$ cat config.mk
export PLATFORM = sky130hd
export DESIGN_NAME = regBridge
export DESIGN_NICKNAME = d
export VERILOG_FILES = /design/src/rtl/regBridgePkg.sv /design/src/rtl/regBridgeCtrl.sv /design/src/rtl/regBridgeData.sv /design/src/rtl/regBridge.sv
export SDC_FILE = /design/constraint.sdc
export NUM_CORES = 1
export LEC_CHECK = 0
export ABC_AREA = 1
export BUFFER_PORTS_ARGS = -buffer_cell sky130_fd_sc_hd__buf_2
export CORE_MARGIN = 3
export CORE_UTILIZATION = 48
export CTS_CLUSTER_DIAMETER = 40
export DETAILED_ROUTE_END_ITERATION = 10
export GPL_TIMING_DRIVEN = 1
export PLACE_DENSITY = 0.86
export SYNTH_ARGS = -nofsm -noshare
export SYNTH_HDL_FRONTEND = slang
export SYNTH_SLANG_ARGS = --single-unit
$ cat constraint.sdc
create_clock -name clk -period 1.88 [get_ports clk]
set_clock_uncertainty 0.2 [all_clocks]
set_input_delay 0.094 -clock clk [delete_from_list [all_inputs] [get_ports clk]]
set_output_delay 0.094 -clock clk [all_outputs]
set_load 0.02 [all_outputs]
$ cat src/rtl/regBridgePkg.sv
package regBridgePkg;

  localparam int HOST_AW = 2;

  localparam logic [HOST_AW-1:0] HA_CTRL = 2'd0;
  localparam logic [HOST_AW-1:0] HA_RVAL = 2'd1;
  localparam logic [HOST_AW-1:0] HA_STS  = 2'd2;
  localparam logic [HOST_AW-1:0] HA_WDAT = 2'd3;

  typedef enum logic [1:0] {
    ST_IDLE,
    ST_READ,
    ST_WRITE,
    ST_ABORT
  } bridgeState_t;

  // strobes from control to datapath
  typedef struct packed {
    logic loadAddr;
    logic loadWdata;
    logic captureRd;
    logic setInt;
    logic clrInt;
    logic busy;
    logic aborting;
  } bridgeCtl_t;

endpackage

$ cat src/rtl/regBridgeCtrl.sv
module regBridgeCtrl
  import regBridgePkg::*;
(
  input  logic               clk,
  input  logic               rstN,
  input  logic               hostSel,
  input  logic               hostWrite,
  input  logic [HOST_AW-1:0] hostAddr,
  input  logic               reqBit,
  input  logic               abtBit,
  input  logic               clrBit,
  input  logic               coreAck,
  output bridgeCtl_t         ctl,
  output logic               coreRd,
  output logic               coreWr
);

  bridgeState_t state, stateNext;
  logic ctrlWr, fwdWr, stsWr, abortReq, isIdle, startRd;

  always_comb begin
    ctrlWr   = hostSel && hostWrite && (hostAddr == HA_CTRL);
    fwdWr    = hostSel && hostWrite && (hostAddr == HA_WDAT);
    stsWr    = hostSel && hostWrite && (hostAddr == HA_STS);
    abortReq = ctrlWr && abtBit;
    isIdle   = (state == ST_IDLE);
    startRd  = ctrlWr && reqBit && !abortReq && isIdle;
  end

  always_comb begin
    stateNext = state;
    unique case (state)
      ST_IDLE: begin
        if (abortReq)     stateNext = ST_ABORT;
        else if (startRd) stateNext = ST_READ;
        else if (fwdWr)   stateNext = ST_WRITE;
      end
      ST_READ, ST_WRITE: begin
        if (abortReq)     stateNext = ST_ABORT;
        else if (coreAck) stateNext = ST_IDLE;
      end
      default: stateNext = ST_IDLE;
    endcase
  end

  always_ff @(posedge clk or negedge rstN) begin
    if (!rstN) state <= ST_IDLE;
    else       state <= stateNext;
  end

  always_comb begin
    ctl.loadAddr  = ctrlWr && isIdle;
    ctl.loadWdata = fwdWr && isIdle;
    ctl.captureRd = (state == ST_READ) && coreAck && !abortReq;
    ctl.setInt    = (state == ST_READ) && coreAck && !abortReq;
    ctl.clrInt    = stsWr && clrBit;
    ctl.busy      = (state == ST_READ) || (state == ST_WRITE);
    ctl.aborting  = (state == ST_ABORT);
    coreRd        = (state == ST_READ);
    coreWr        = (state == ST_WRITE);
  end

endmodule

$ cat src/rtl/regBridgeData.sv
module regBridgeData
  import regBridgePkg::*;
#(
  parameter int DATA_W  = 32,
  parameter int CADDR_W = 8
) (
  input  logic               clk,
  input  logic               rstN,
  input  bridgeCtl_t         ctl,
  input  logic [HOST_AW-1:0] hostAddr,
  input  logic [DATA_W-1:0]  hostWdata,
  input  logic [DATA_W-1:0]  coreRdata,
  output logic [CADDR_W-1:0] coreAddr,
  output logic [DATA_W-1:0]  coreWdata,
  output logic [DATA_W-1:0]  hostRdata,
  output logic               irq
);

  localparam int ADDR_LSB = 2;
  localparam int ADDR_MSB = ADDR_LSB + CADDR_W - 1;
  localparam int BUSY_POS = DATA_W - 1;
  localparam int ABT_POS  = DATA_W - 2;

  logic [CADDR_W-1:0] addrReg;
  logic [DATA_W-1:0]  wdataReg, rvalReg;
  logic               intSts;
  logic [DATA_W-1:0]  ctrlWord;

  always_ff @(posedge clk or negedge rstN) begin
    if (!rstN) begin
      addrReg  <= '0;
      wdataReg <= '0;
      rvalReg  <= '0;
      intSts   <= 1'b0;
    end else begin
      if (ctl.loadAddr)  addrReg  <= hostWdata[ADDR_MSB:ADDR_LSB];
      if (ctl.loadWdata) wdataReg <= hostWdata;
      if (ctl.captureRd) rvalReg  <= coreRdata;
      if (ctl.setInt)      intSts <= 1'b1;
      else if (ctl.clrInt) intSts <= 1'b0;
    end
  end

  always_comb begin
    ctrlWord                    = '0;
    ctrlWord[BUSY_POS]          = ctl.busy;
    ctrlWord[ABT_POS]           = ctl.aborting;
    ctrlWord[ADDR_MSB:ADDR_LSB] = addrReg;
  end

  always_comb begin
    unique case (hostAddr)
      HA_CTRL: hostRdata = ctrlWord;
      HA_RVAL: hostRdata = rvalReg;
      HA_STS:  hostRdata = {{(DATA_W-1){1'b0}}, intSts};
      default: hostRdata = wdataReg;
    endcase
  end

  assign coreAddr  = addrReg;
  assign coreWdata = wdataReg;
  assign irq       = intSts;

endmodule

$ cat src/rtl/regBridge.sv
module regBridge
  import regBridgePkg::*;
#(
  parameter int DATA_W  = 32,
  parameter int CADDR_W = 8
) (
  input  logic               clk,
  input  logic               rstN,
  input  logic               hostSel,
  input  logic               hostWrite,
  input  logic [1:0]         hostAddr,
  input  logic [DATA_W-1:0]  hostWdata,
  output logic [DATA_W-1:0]  hostRdata,
  output logic [CADDR_W-1:0] coreAddr,
  output logic               coreRd,
  output logic               coreWr,
  output logic [DATA_W-1:0]  coreWdata,
  input  logic [DATA_W-1:0]  coreRdata,
  input  logic               coreAck,
  output logic               irq
);

  bridgeCtl_t ctl;

  regBridgeCtrl u_ctrl (
    .clk       (clk),
    .rstN      (rstN),
    .hostSel   (hostSel),
    .hostWrite (hostWrite),
    .hostAddr  (hostAddr),
    .reqBit    (hostWdata[DATA_W-1]),
    .abtBit    (hostWdata[DATA_W-2]),
    .clrBit    (hostWdata[0]),
    .coreAck   (coreAck),
    .ctl       (ctl),
    .coreRd    (coreRd),
    .coreWr    (coreWr)
  );

  regBridgeData #(
    .DATA_W  (DATA_W),
    .CADDR_W (CADDR_W)
  ) u_data (
    .clk       (clk),
    .rstN      (rstN),
    .ctl       (ctl),
    .hostAddr  (hostAddr),
    .hostWdata (hostWdata),
    .coreRdata (coreRdata),
    .coreAddr  (coreAddr),
    .coreWdata (coreWdata),
    .hostRdata (hostRdata),
    .irq       (irq)
  );

endmodule

* After elaboration in Yosys (flattened, before gate mapping) *
Cells that the tools add are included.

word-level totals
  register bits after elaboration = 75
  output and inout bits = 75
  word-level logic and storage cells = 42
  input bits = 71

cells by class
  eq/ne operators = 8
  reduce and logical (&&, ||, !) cells = 20
  mux-type cells = 9

operators with widths
  operator                                               number
  one-hot mux 32 bit (3 select lines)                    1
  logical AND 1 bit                                      13
  two-way mux 2 bit                                      5
  == test 2 bit, second input constant                   4
  == test 2 x 1 -> 1 bit, second input constant          2
  logical NOT 2 bit                                      2
  inequality test 4 x 2 -> 1 bit, second input constant  1
  one-hot mux 2 bit (2 select lines)                     1
  inequality test 3 x 2 -> 1 bit, second input constant  1
  two-way mux 1 bit                                      2
  AND reduction 2 bit                                    1
  nonzero test 2 bit                                     1
  OR reduction 2 bit                                     1
  logical NOT 1 bit                                      1
  logical OR 1 bit                                       1

* Longest topological paths before layout *
Gate-level depths: netlist of run 1.

  depth after elaboration = 9
  gate-level depth with buffers = 8
  depth with buffers taken out = 8

* Modules after synthesis *
A second synthesis of run 1 with hierarchy kept.

unflattened totals
  cells, all modules = 468
  area, all modules = 3,676.0 µm²

by module, submodules not included
  module         cells each  times used  area an instance (µm²)  sequential area each (µm²)
  regBridgeData  429         1           3,405.8                 1,826.8
  regBridgeCtrl  39          1           270.3                   50.0

* Worst setup path before layout of run 1 *
OpenSTA, ideal clock, no wires.

  path kind = flip-flop to flip-flop
  start point = reg u_ctrl.state[0]
  end point = reg u_data.wdataReg[14], in the netlist u_data.coreWdata[14]
  path buffers = 1
  arrival = 1.316 ns
  stages on the path, launching flop included = 6
  required time = 1.555 ns
  clock period less this slack = 1.641 ns
  library setup time = 0.125 ns
  slack = 0.239 ns
  cell sequence = dfrtp_1 -> inv_1 -> ha_1 -> nand3_4 -> buf_6 -> mux2_4

on the way
  word-level cells in the longest chain between the ends = 2

RTL lines
  item                    RTL line             RTL
  start, declared         regBridgeCtrl.sv:18  bridgeState_t state, stateNext;
  start signal, assigned  regBridgeCtrl.sv:48  else state <= stateNext;
  logical NOT 2 bit       regBridgeCtrl.sv:26  isIdle = (state == ST_IDLE);
  logical AND 1 bit       regBridgeCtrl.sv:53  ctl.loadWdata = fwdWr && isIdle;
  end signal, assigned    regBridgeData.sv:37  if (ctl.loadWdata) wdataReg <= hostWdata;
  end, declared           regBridgeData.sv:25  logic [DATA_W-1:0] wdataReg, rvalReg;

Every way passes these cells.
A chain may end at the register's enable or synchronous reset.

* Worst setup path in the final report of run 1 *
  start point = reg u_ctrl.state[1]
  end point = out hostRdata[31]

on the way
  word-level cells in the longest chain between the ends = 3
  elaborated cells between the ends (all ways) = 4
  those cells by class = 2 x eq/ne; 1 x mux; 1 x reduce/logical

RTL lines
  item                                                     RTL line             RTL
  == test 2 x 1 -> 1 bit or == test 2 bit (tied branches)  regBridgeCtrl.sv:57  ctl.busy = (state == ST_READ) || (state == ST_WRITE);
  logical OR 1 bit *                                       regBridgeCtrl.sv:57
  one-hot mux 32 bit (3 select lines) *                    regBridgeData.sv:52  unique case (hostAddr)
  end, declared                                            regBridge.sv:13      output logic [DATA_W-1:0] hostRdata,

Every way passes the cells marked *; elsewhere a longest branch is shown, timed or not.

==> results.py, run 1 <==
metrics = {
    "run_status": {
        "status": "completed",
    },
    "worst_setup_path": {
        "crit_type": "flip-flop to output pin",
        "crit_fanout": 4,
        "cp-start-kind": "flip-flop",
        "arrival_ns": 1.44,
        "crit_required_ns": 1.59,
        "endpoint_kind": "output pin",
        "reg2reg_setup_slack_ns": 0.17,
    },
    "sta": {
        "holdWs_ns": 0.0466,
        "tns_ns": 0,
        "drv_slew": 0,
        "rsz0062_at_grt": "false",
        "clock.fmax_ghz": 0.578,
        "maxSlewHeadroom_pct": 71.1,
        "setup_viol": 0,
        "fin_crit_ns": 1.73,
        "max_slew.worst_pin.slew_ns": 0.429,
        "finalCritPeriodShare_pct": 92.0,
        "finalHoldViolations": 0,
    },
    "drt": {
        "first_iter_violations": 179,
        "detail_route.wl_per_cell_um": 16.7,
        "drt-total-wl_um": 11500,
        "vias": 3569,
        "firstDrtPassIters": 5,
        "antenna_left": 0,
        "drc": 0,
        "wl_met1_um": 4340,
        "avgViaCountPerCell": 5.15,
        "met2WireLength_um": 5890,
        "met3_length_um": 1090,
        "highest_layer": "met4",
    },
    "clock_tree": {
        "clk_path_buf_depth": 2,
        "cts_tree": "yes",
        "cts_root_buf": "clkbuf_8",
        "cts_sinks": 75,
        "clk_pin_slew_worst_paths_ns": 0.07,
        "h-tree-depth": 3,
        "cts_buffers": 9,
        "clk_latency_ns": 0.34,
    },
    "yosys": {
        "yosys_register_bits": 75,
        "syn_avg_cell_area_um2": 9.42,
        "syn-cell-area_um2": 3500,
        "synth_top_area_share_pct": 53.6,
        "synth_top_cell_by_area": "dfrtp_1",
        "netlist-cell-type-count": 23,
        "synth_cells": 372,
        "seq_area_frac_synth_pct": 53.6,
        "synth_area_leaders": "dfrtp_1 54%, nand2_1 10%, mux2_4 6.9%",
        "ys_warn_count": 0,
        "syn_nets": 447,
    },
    "power_and_ir_drop": {
        "p_per_area_nw_per_um2": 1350,
        "leakagePower_nw": 2.95,
        "irDropWorstVdd_v": 0.00119,
    },
    "cells_and_area": {
        "drive_gt1_share_pct": 34.2,
        "fin_nets": 667,
        "register_area_um2": 1880,
        "multiInputGateArea_um2": 1340,
        "area_growth_pct": 51.4,
        "n_antenna_cell": 0,
        "num-fill-cells": 432,
    },
    "global_routing": {
        "grt_usage_pct": 27.5,
        "antenna_found_initial": 0,
        "grt_pass1_wl_um": 17900,
        "grt_overflow": 0,
        "grt_max_degree": 45,
        "grt_pass1_vias": 3652,
    },
    "floorplan": {
        "die_h_um": 91.4,
        "die_w_um": 91.4,
        "core-area_um2": 6940,
        "fp-row-count": 30,
        "die_area_um2": 8360,
        "initial_utilization_pct": 50.5,
        "io_pins": 146,
    },
    "worst_hold_path": {
        "hp-class": "input port to flip-flop",
    },
    "run": {
        "drv_cap": 0,
    },
    "place": {
        "globalplace.congestion": 0.926,
        "port_buffers": 145,
        "hpwl_um": 6830,
    },
}
[metal layers]
metal | up-vias | GRT usage (%)
met5 | - | 0
met4 | 0 | 10.6
met3 | 20 | 8.04
met2 | 197 | 49.2
met1 | 1705 | 30.6
li1 | 1647 | -
[cells by family after synthesis]
group | Yosys count | synth area share [%]
AO/OA/AOI/OAI | 77 | 13.2
buffers and inverters | 72 | 8.75
adder cells (fa/ha/maj) | 4 | 1.43
multiplexers | 20 | 8.14
flip-flops | 75 | 53.6
AND/OR/NAND/NOR | 124 | 14.9
[path summary, 6_finish.rpt]
path	startpoint	to	depth (start not counted)
worst max register to register	u_ctrl.state[0]	u_data.coreWdata[27]	5
worst max-delay path	u_ctrl.state[1]	hostRdata[31]	5
max in group asynchronous	rstN	u_data.rvalReg[31]	3
worst min-delay path	hostAddr[0]	u_ctrl.state[1]	5
worst min register to register	u_data.rvalReg[7]	u_data.rvalReg[7]	2
min in group asynchronous	rstN	u_data.coreWdata[24]	2
[synthesized netlist by cell type (all sizes together)]
master / count
clkbuf: 10
a22o: 20
a21oi: 3
buf: 9
nand2: 96
nand3: 19
nor4: 1
dfrtp: 75
ha: 4
o311ai: 1
nand4: 2
o21ai: 53
nor2: 6
inv: 53
mux2: 20
[critical path, cell delays in order, from the launching register on]
cell and delay (ns):
dfrtp_1 0.40, inv_1 0.10, ha_4 0.29, nand2_1 0.05, nand3_1 0.08, buf_2 0.17
[area by class of cell]
type | count | share of cell area (%)
flip-flops and latches | 75 | 35.4
repair buffers | 228 | 29.4
multi-input cells | 225 | 25.2
inverters | 53 | 3.75
clock buffers | 9 | 2.33
well taps | 96 | 2.26
clock inverters | 7 | 1.72
[stage by stage]
step | cell area [µm²] | setup WS, ns | total power, mW | util, % | cells
after floorplan | 3500 | 0.239 | 4.49 | - | 372
after global placement | 4390 | 0.178 | 5.45 | 63.2 | 608
after detailed placement | 4390 | 0.129 | 5.55 | 63.2 | 608
after CTS | 5290 | 0.0762 | 7.00 | 76.1 | 692
after global routing | 5310 | 0.0316 | 7.54 | 76.4 | 693
final | 5310 | 0.151 | 7.16 | 76.4 | 693
[repair_timing]
item / CTS / global route
buffers inserted: 0 / 1
gates resized for setup: 0 / 1
hold endpoints to repair: 150 / 0
hold buffers: 68 / 0
endpoints found under the setup margin: 0 / 1
[cells in the final DEF, fill, tap and decap left out, types with 16 or more instances in the layout]
cell	synthesis	routed
dfrtp_1	75	75
a22o_1	20	20
inv_1	51	51
mux2_4	16	16
nand3_1	16	16
o21ai_0	40	40
dlygate4sd3_1	0	68
nand2_1	96	96
buf_2	2	144
[flip-flops by register name (all words and copies together) (netlist names)]
signal,count
u_data.coreAddr,8
u_ctrl.state,2
u_data.rvalReg,32
u_data.coreWdata,32
u_data.irq,1
[power breakdown]
| group | internal [mW] | switching, mW |
|---|---|---|
| Combinational | 1.24 | 1.74 |
| Sequential | 2.28 | 0.547 |
| Clock | 0.745 | 0.605 |
| Total | 4.27 | 2.89 |
Note: power is estimated with default switching activity, not from simulation.
==> inputs of run 2 (changes only) <==
CORE_UTILIZATION = 52   (was 48)
PLACE_DENSITY = 0.92   (was 0.86)
clock period = 2.17 ns   (was 1.88 ns; I/O delays follow)
==> run 2 against run 1 <==
Clock power fell by 25%; total power fell by 15%; combinational power down 13%; via count is 2.8% higher; core utilization increased by 5.0 points; routed wire length increased by 6.8%; flip-flop and latch count unchanged; hold slack gained 0.0098 ns; non-clock buffer count decreased by 4; critical path depth is 1 higher; global-route usage up 5.4 points; register-to-register slack better by 0.03 ns; critical path type is now flip-flop to flip-flop; critical endpoint is now u_data.coreWdata[3].
==> results.py, run 2 (synthesis results as in run 1) <==
metrics = {
    "power_and_ir_drop": {
        "power.internal_mw": 3.52,
        "p_comb_share_pct": 42.5,
        "p_seq_share_pct": 40.9,
        "p_per_area_nw_per_um2": 1160,
        "p_clk_share_pct": 16.7,
        "switching_share_pct": 42.0,
        "power.switching_mw": 2.55,
        "leakagePower_nw": 2.93,
        "irDropWorstVdd_v": 0.000733,
    },
    "cells_and_area": {
        "final_cell_area_um2": 5230,
        "n_antenna_cell": 0,
        "layout_commonest_cell": "buf_2",
        "fin_nets": 663,
        "instances_no_fill": 670,
        "layout_common_cells": "144 x buf_2, 96 x nand2_1, 75 x dfrtp_1",
        "area_growth_pct": 49.1,
        "drive_gt1_share_pct": 33.6,
    },
    "clock_tree": {
        "clk_latency_ns": 0.33,
        "clk_path_buf_depth": 2,
        "post_cts_resized": 0,
        "cts_root_buf": "clkbuf_8",
        "cts_tree": "yes",
        "cts_hold_buf": 68,
        "h-tree-depth": 3,
        "clk_pin_slew_worst_paths_ns": 0.08,
        "postCtsSetupRepairBufs": 0,
        "cts_buffers": 9,
        "cts_sinks": 75,
    },
    "floorplan": {
        "die_area_um2": 7760,
        "io_pins": 146,
        "die_h_um": 88.1,
        "core-area_um2": 6420,
        "die_w_um": 88.1,
        "initial_utilization_pct": 54.6,
        "fp-row-count": 29,
    },
    "drt": {
        "detail_route.wl_per_cell_um": 18.4,
        "antenna_left": 0,
        "avgViaCountPerCell": 5.48,
        "drc": 0,
        "vias": 3670,
        "drt-total-wl_um": 12300,
        "firstDrtPassIters": 6,
        "first_iter_violations": 260,
    },
    "sta": {
        "rsz0062_at_grt": "false",
        "setup_viol": 0,
        "maxSlewHeadroom_pct": 63.5,
        "tns_ns": 0,
        "holdWs_ns": 0.0565,
        "setup_slack_ns": 0.200,
        "max_slew.worst_pin.slew_ns": 0.546,
        "clock.fmax_ghz": 0.508,
        "drv_slew": 0,
        "finalHoldViolations": 0,
        "fin_crit_ns": 1.97,
        "finalCritPeriodShare_pct": 90.8,
    },
    "run": {
        "drv_cap": 0,
    },
    "global_routing": {
        "grt_pass1_wl_um": 19200,
        "antenna_found_initial": 0,
        "grt_usage_pct": 32.9,
        "grt_overflow": 0,
        "grt_pass1_vias": 3728,
        "grt_max_degree": 44,
    },
    "place": {
        "hpwl_um": 6980,
        "port_buffers": 145,
        "globalplace.congestion": 0.884,
        "place_inst": 586,
        "placed_area_um2": 4360,
        "dp_slack_ns": 0.210,
    },
    "worst_setup_path": {
        "slowest_delay_ns": 0.42,
        "path_cells": "inv_1 > ha_1 > nand3_4 > buf_12 > buf_4 > o21ai_0",
        "endpoint_kind": "flip-flop",
        "arrival_ns": 2.01,
        "crit_fanout": 19,
        "crit_type": "flip-flop to flip-flop",
        "slowest_stage": "dfrtp_1",
        "cp-start-kind": "flip-flop",
        "crit_required_ns": 2.21,
    },
    "worst_hold_path": {
        "hp-class": "input port to asynchronous set/reset pin",
    },
    "run_status": {
        "status": "completed",
    },
}
run 2: cell count changes in the layout (fill, tap and decap cells not counted), sizes merged:
cell,change
buf,-4
bufinv,-2
clkbuf,+3
clkinv,+1
clkinvlp,-1
inv,-1
run 2: path summary, 6_finish.rpt:
| check | start | end | slack, ns | depth (start not counted) |
|---|---|---|---|---|
| min in group clk | hostAddr[1] | u_ctrl.state[1] | 0.12 | 5 |
| hold / removal | rstN | u_data.rvalReg[27] | 0.06 | 2 |
| hold reg to reg | u_data.rvalReg[0] | u_data.rvalReg[0] | 0.30 | 2 |
| setup reg to reg | u_ctrl.state[0] | u_data.coreWdata[3] | 0.20 | 6 |
| setup / recovery | u_ctrl.state[0] | u_data.coreWdata[3] | 0.20 | 6 |
| max in group asynchronous | rstN | u_ctrl.state[1] | 1.13 | 3 |
run 2: critical path, delay by kind of cell, from the launching register on:
kind                     cells  cell delay [ns]
flip-flops                   1             0.42
AND/OR/NAND/NOR              1             0.26
adder cells (fa/ha/maj)      1             0.30
buffers and inverters        3             0.53
AO/OA/AOI/OAI                1             0.17
run 2: metrics by stage:
| stage | util, % | total power, mW |
|---|---|---|
| 3_3_place_gp | 67.8 | 4.70 |
| 6_report | 81.4 | 6.08 |
| 2_1_floorplan | - | 3.89 |
| 3_5_place_dp | 67.8 | 4.82 |
| 5_1_grt | 81.4 | 6.39 |
| 4_1_cts | 81.4 | 5.93 |
run 2: layout make-up:
class | instances | area, µm²
clock buffer | 12 | 165
timing repair buffer | 224 | 1540
multi-input combinational | 225 | 1320
tap | 77 | 96.3
sequential | 75 | 1880
clock inverter | 4 | 23.8
inverter | 53 | 199
fill | 384 | 1200
run 2: routing by layer:
metal,GRT usage [%],wire [µm],vias up,part of all wire [%]
met1,38.5,4650,1747,38
met5,0,0,-,0
met3,7.90,1220,35,9.9
met4,13.2,343,0,2.8
met2,58.3,6120,255,50
li1,-,-,1633,-
run 2: power by group through the flow:
| stage | logic (mW) | clock network [mW] | registers (mW) |
|---|---|---|---|
| finish | 2.58 | 1.01 | 2.48 |
| global route | 2.78 | 1.08 | 2.53 |
| CTS | 2.49 | 1.03 | 2.41 |
| detailed placement | 2.40 | 0 | 2.43 |
| global placement | 2.30 | 0 | 2.39 |
| floorplan | 1.09 | 0 | 2.80 |
==> inputs of run 3 (changes only) <==
PLACE_DENSITY = 0.91   (was 0.92)
SYNTH_HIERARCHICAL = 1   (was default)
==> run 3 against run 2 <==
Sequential power is 5% higher; final area grew 1.8%; first-iteration DRC count rose by 8.5%; synthesized area up 4.9%; highest routed layer unchanged.
==> results.py, run 3 <==
metrics = {
    "worst_setup_path": {
        "crit_type": "flip-flop to flip-flop",
        "worstSetupStartpoint": "u_ctrl/state[0]",
        "arrival_ns": 1.89,
        "critical_path.endpoint": "u_data/coreAddr[0]",
        "crit_fanout": 16,
        "cp-start-kind": "flip-flop",
        "r2r_start": "u_ctrl/state[0]",
        "crit_required_ns": 2.22,
        "worstReg2RegEnd": "u_data/coreAddr[0]",
        "reg2reg_depth": 7,
        "endpoint_kind": "flip-flop",
        "reg2reg_setup_slack_ns": 0.33,
    },
    "sta": {
        "holdWs_ns": 0.0559,
        "tns_ns": 0,
        "setup_viol": 0,
        "finalCritPeriodShare_pct": 85.0,
        "drv_slew": 0,
        "max_slew.worst_pin.slew_ns": 0.558,
        "finalHoldViolations": 0,
        "fin_crit_ns": 1.84,
        "rsz0062_at_grt": "false",
        "maxSlewHeadroom_pct": 62.8,
        "clock.fmax_ghz": 0.542,
    },
    "yosys": {
        "synth_edf_count": 0,
        "synth_area_leaders": "dfrtp_1 51%, nand2_1 15%, o21ai_0 9.8%",
        "syn-cell-area_um2": 3680,
        "syn_nets": 543,
        "netlist-cell-type-count": 23,
        "synth-main-ff-cell": "dfrtp_1",
        "seq_area_frac_synth_pct": 51.1,
        "ys_warn_count": 6,
        "synth_top_area_share_pct": 51.1,
        "synth_cells": 468,
        "async_reset_ff_share_pct": 100,
        "yosys_register_bits": 75,
        "syn_avg_cell_area_um2": 7.85,
        "synth_top_cell_by_area": "dfrtp_1",
        "synth_most_common_cell": "nand2_1",
        "synth_commonest_cells": "144 x nand2_1, 79 x inv_1, 75 x dfrtp_1, 72 x o21ai_0, 36 x nand3_1",
    },
    "clock_tree": {
        "postCtsSetupRepairBufs": 0,
        "clk_latency_ns": 0.33,
        "cts_root_buf": "clkbuf_8",
        "clk_pin_slew_worst_paths_ns": 0.08,
        "post_cts_resized": 0,
        "cts_tree": "yes",
        "cts_sinks": 75,
        "h-tree-depth": 3,
        "clk_path_buf_depth": 2,
        "cts_buffers": 9,
    },
    "place": {
        "hpwl_um": 6620,
        "placed_area_um2": 4440,
        "place_inst": 689,
        "port_buffers": 145,
        "globalplace.congestion": 0.883,
    },
    "drt": {
        "first_iter_violations": 282,
        "avgViaCountPerCell": 5.17,
        "detail_route.wl_per_cell_um": 15.1,
        "vias": 3984,
        "antenna_left": 0,
        "drt-total-wl_um": 11700,
        "drc": 0,
        "firstDrtPassIters": 5,
    },
    "cells_and_area": {
        "final_cell_area_um2": 5320,
        "area_growth_pct": 44.7,
        "instances_no_fill": 770,
        "layout_common_cells": "144 x buf_2, 144 x nand2_1, 78 x inv_1",
        "register_area_um2": 1880,
        "fin_nets": 745,
        "num-fill-cells": 470,
        "drive_gt1_share_pct": 27.7,
        "multiInputGateArea_um2": 1340,
        "n_antenna_cell": 0,
    },
    "global_routing": {
        "grt_max_degree": 66,
        "grt_pass1_wl_um": 19400,
        "grt_overflow": 0,
        "grt_usage_pct": 29.4,
        "grt_pass1_vias": 3943,
        "antenna_found_initial": 0,
    },
    "worst_hold_path": {
        "hp-class": "input port to flip-flop",
    },
    "power_and_ir_drop": {
        "leakagePower_nw": 2.81,
        "p_per_area_nw_per_um2": 1200,
        "irDropWorstVdd_v": 0.000860,
        "total_power_mw": 6.38,
    },
    "run": {
        "drv_cap": 0,
    },
    "run_status": {
        "status": "completed",
    },
    "floorplan": {
        "core-area_um2": 6830,
        "fp-row-count": 30,
        "die_h_um": 90.1,
        "initial_utilization_pct": 53.8,
        "die_area_um2": 8110,
        "die_w_um": 90.1,
        "io_pins": 146,
    },
}
run 3: cell count changes after synthesis, sizes merged, moves of 2 or more:
cell | previous run | this run
nand2 | 96 | 156
inv | 53 | 82
a22o | 20 | 0
mux2 | 20 | 0
o21ai | 53 | 73
nand3 | 19 | 37
buf | 9 | 22
clkbuf | 10 | 4
nand4 | 2 | 4
nor2 | 6 | 4
run 3: per-stage QoR:
step / worst slack (ns) / util, %
after CTS: 0.381 / 77.9
after detailed placement: 0.490 / 65.0
after global placement: 0.543 / 65.0
after global routing: 0.253 / 77.9
after floorplan: 0.284 / -
final: 0.325 / 77.9
run 3: repair_timing:
action,CTS,global route
hold buffers,66,0
setup endpoints to repair,0,0
hold endpoints to repair,117,0
run 3: power by group:
part	leakage, nW	switching, mW	total [mW]	internal [mW]
sequential	0.869	0.529	2.61	2.09
combinational	1.84	1.70	2.59	0.892
clock	0.108	0.504	1.17	0.669
total	2.81	2.73	6.38	3.65
run 3: layout make-up:
cell class              instances  area share, %
well taps                      96           2.26
multi-input cells             284           25.1
clock inverters                 5           1.46
repair buffers                217           27.4
flip-flops and latches         75           35.3
inverters                      83           5.86
clock buffers                  10           2.59
run 3: routing by layer:
| metal | vias up | routed length, µm | GRT usage (%) |
|---|---|---|---|
| met1 | 1837 | 4510 | 36.9 |
| met5 | - | 0 | 0 |
| met4 | 0 | 272 | 10.5 |
| met2 | 283 | 5760 | 48.8 |
| li1 | 1838 | - | - |
| met3 | 26 | 1110 | 7.95 |
run 3: critical path, cell delays in order, from the launching register on:
cell     delay, ns
dfrtp_1       0.42
inv_1         0.10
ha_1          0.20
inv_1         0.10
nor4_2        0.28
buf_4         0.27
nand2_1       0.09
o21ai_0       0.10
run 3: worst min path at each step:
stage / from / to / cells past startpoint
finish: hostAddr[0] / u_data/irq / 3
global route: hostAddr[0] / u_data/irq / 3
detailed placement: rstN / u_data/coreWdata[25] / 1
CTS: hostAddr[0] / u_data/irq / 3
global placement: rstN / u_data/coreWdata[25] / 1
floorplan: rstN / u_ctrl/state[0] / 0
run 3: logic make-up after synthesis:
group / Yosys count / synth area share [%]
AOI/OAI and AO/OA: 76 / 10.4
adders and majority gates: 4 / 1.36
buffers and inverters: 109 / 13.0
and+or+nand+nor: 204 / 24.2
DFF: 75 / 51.1
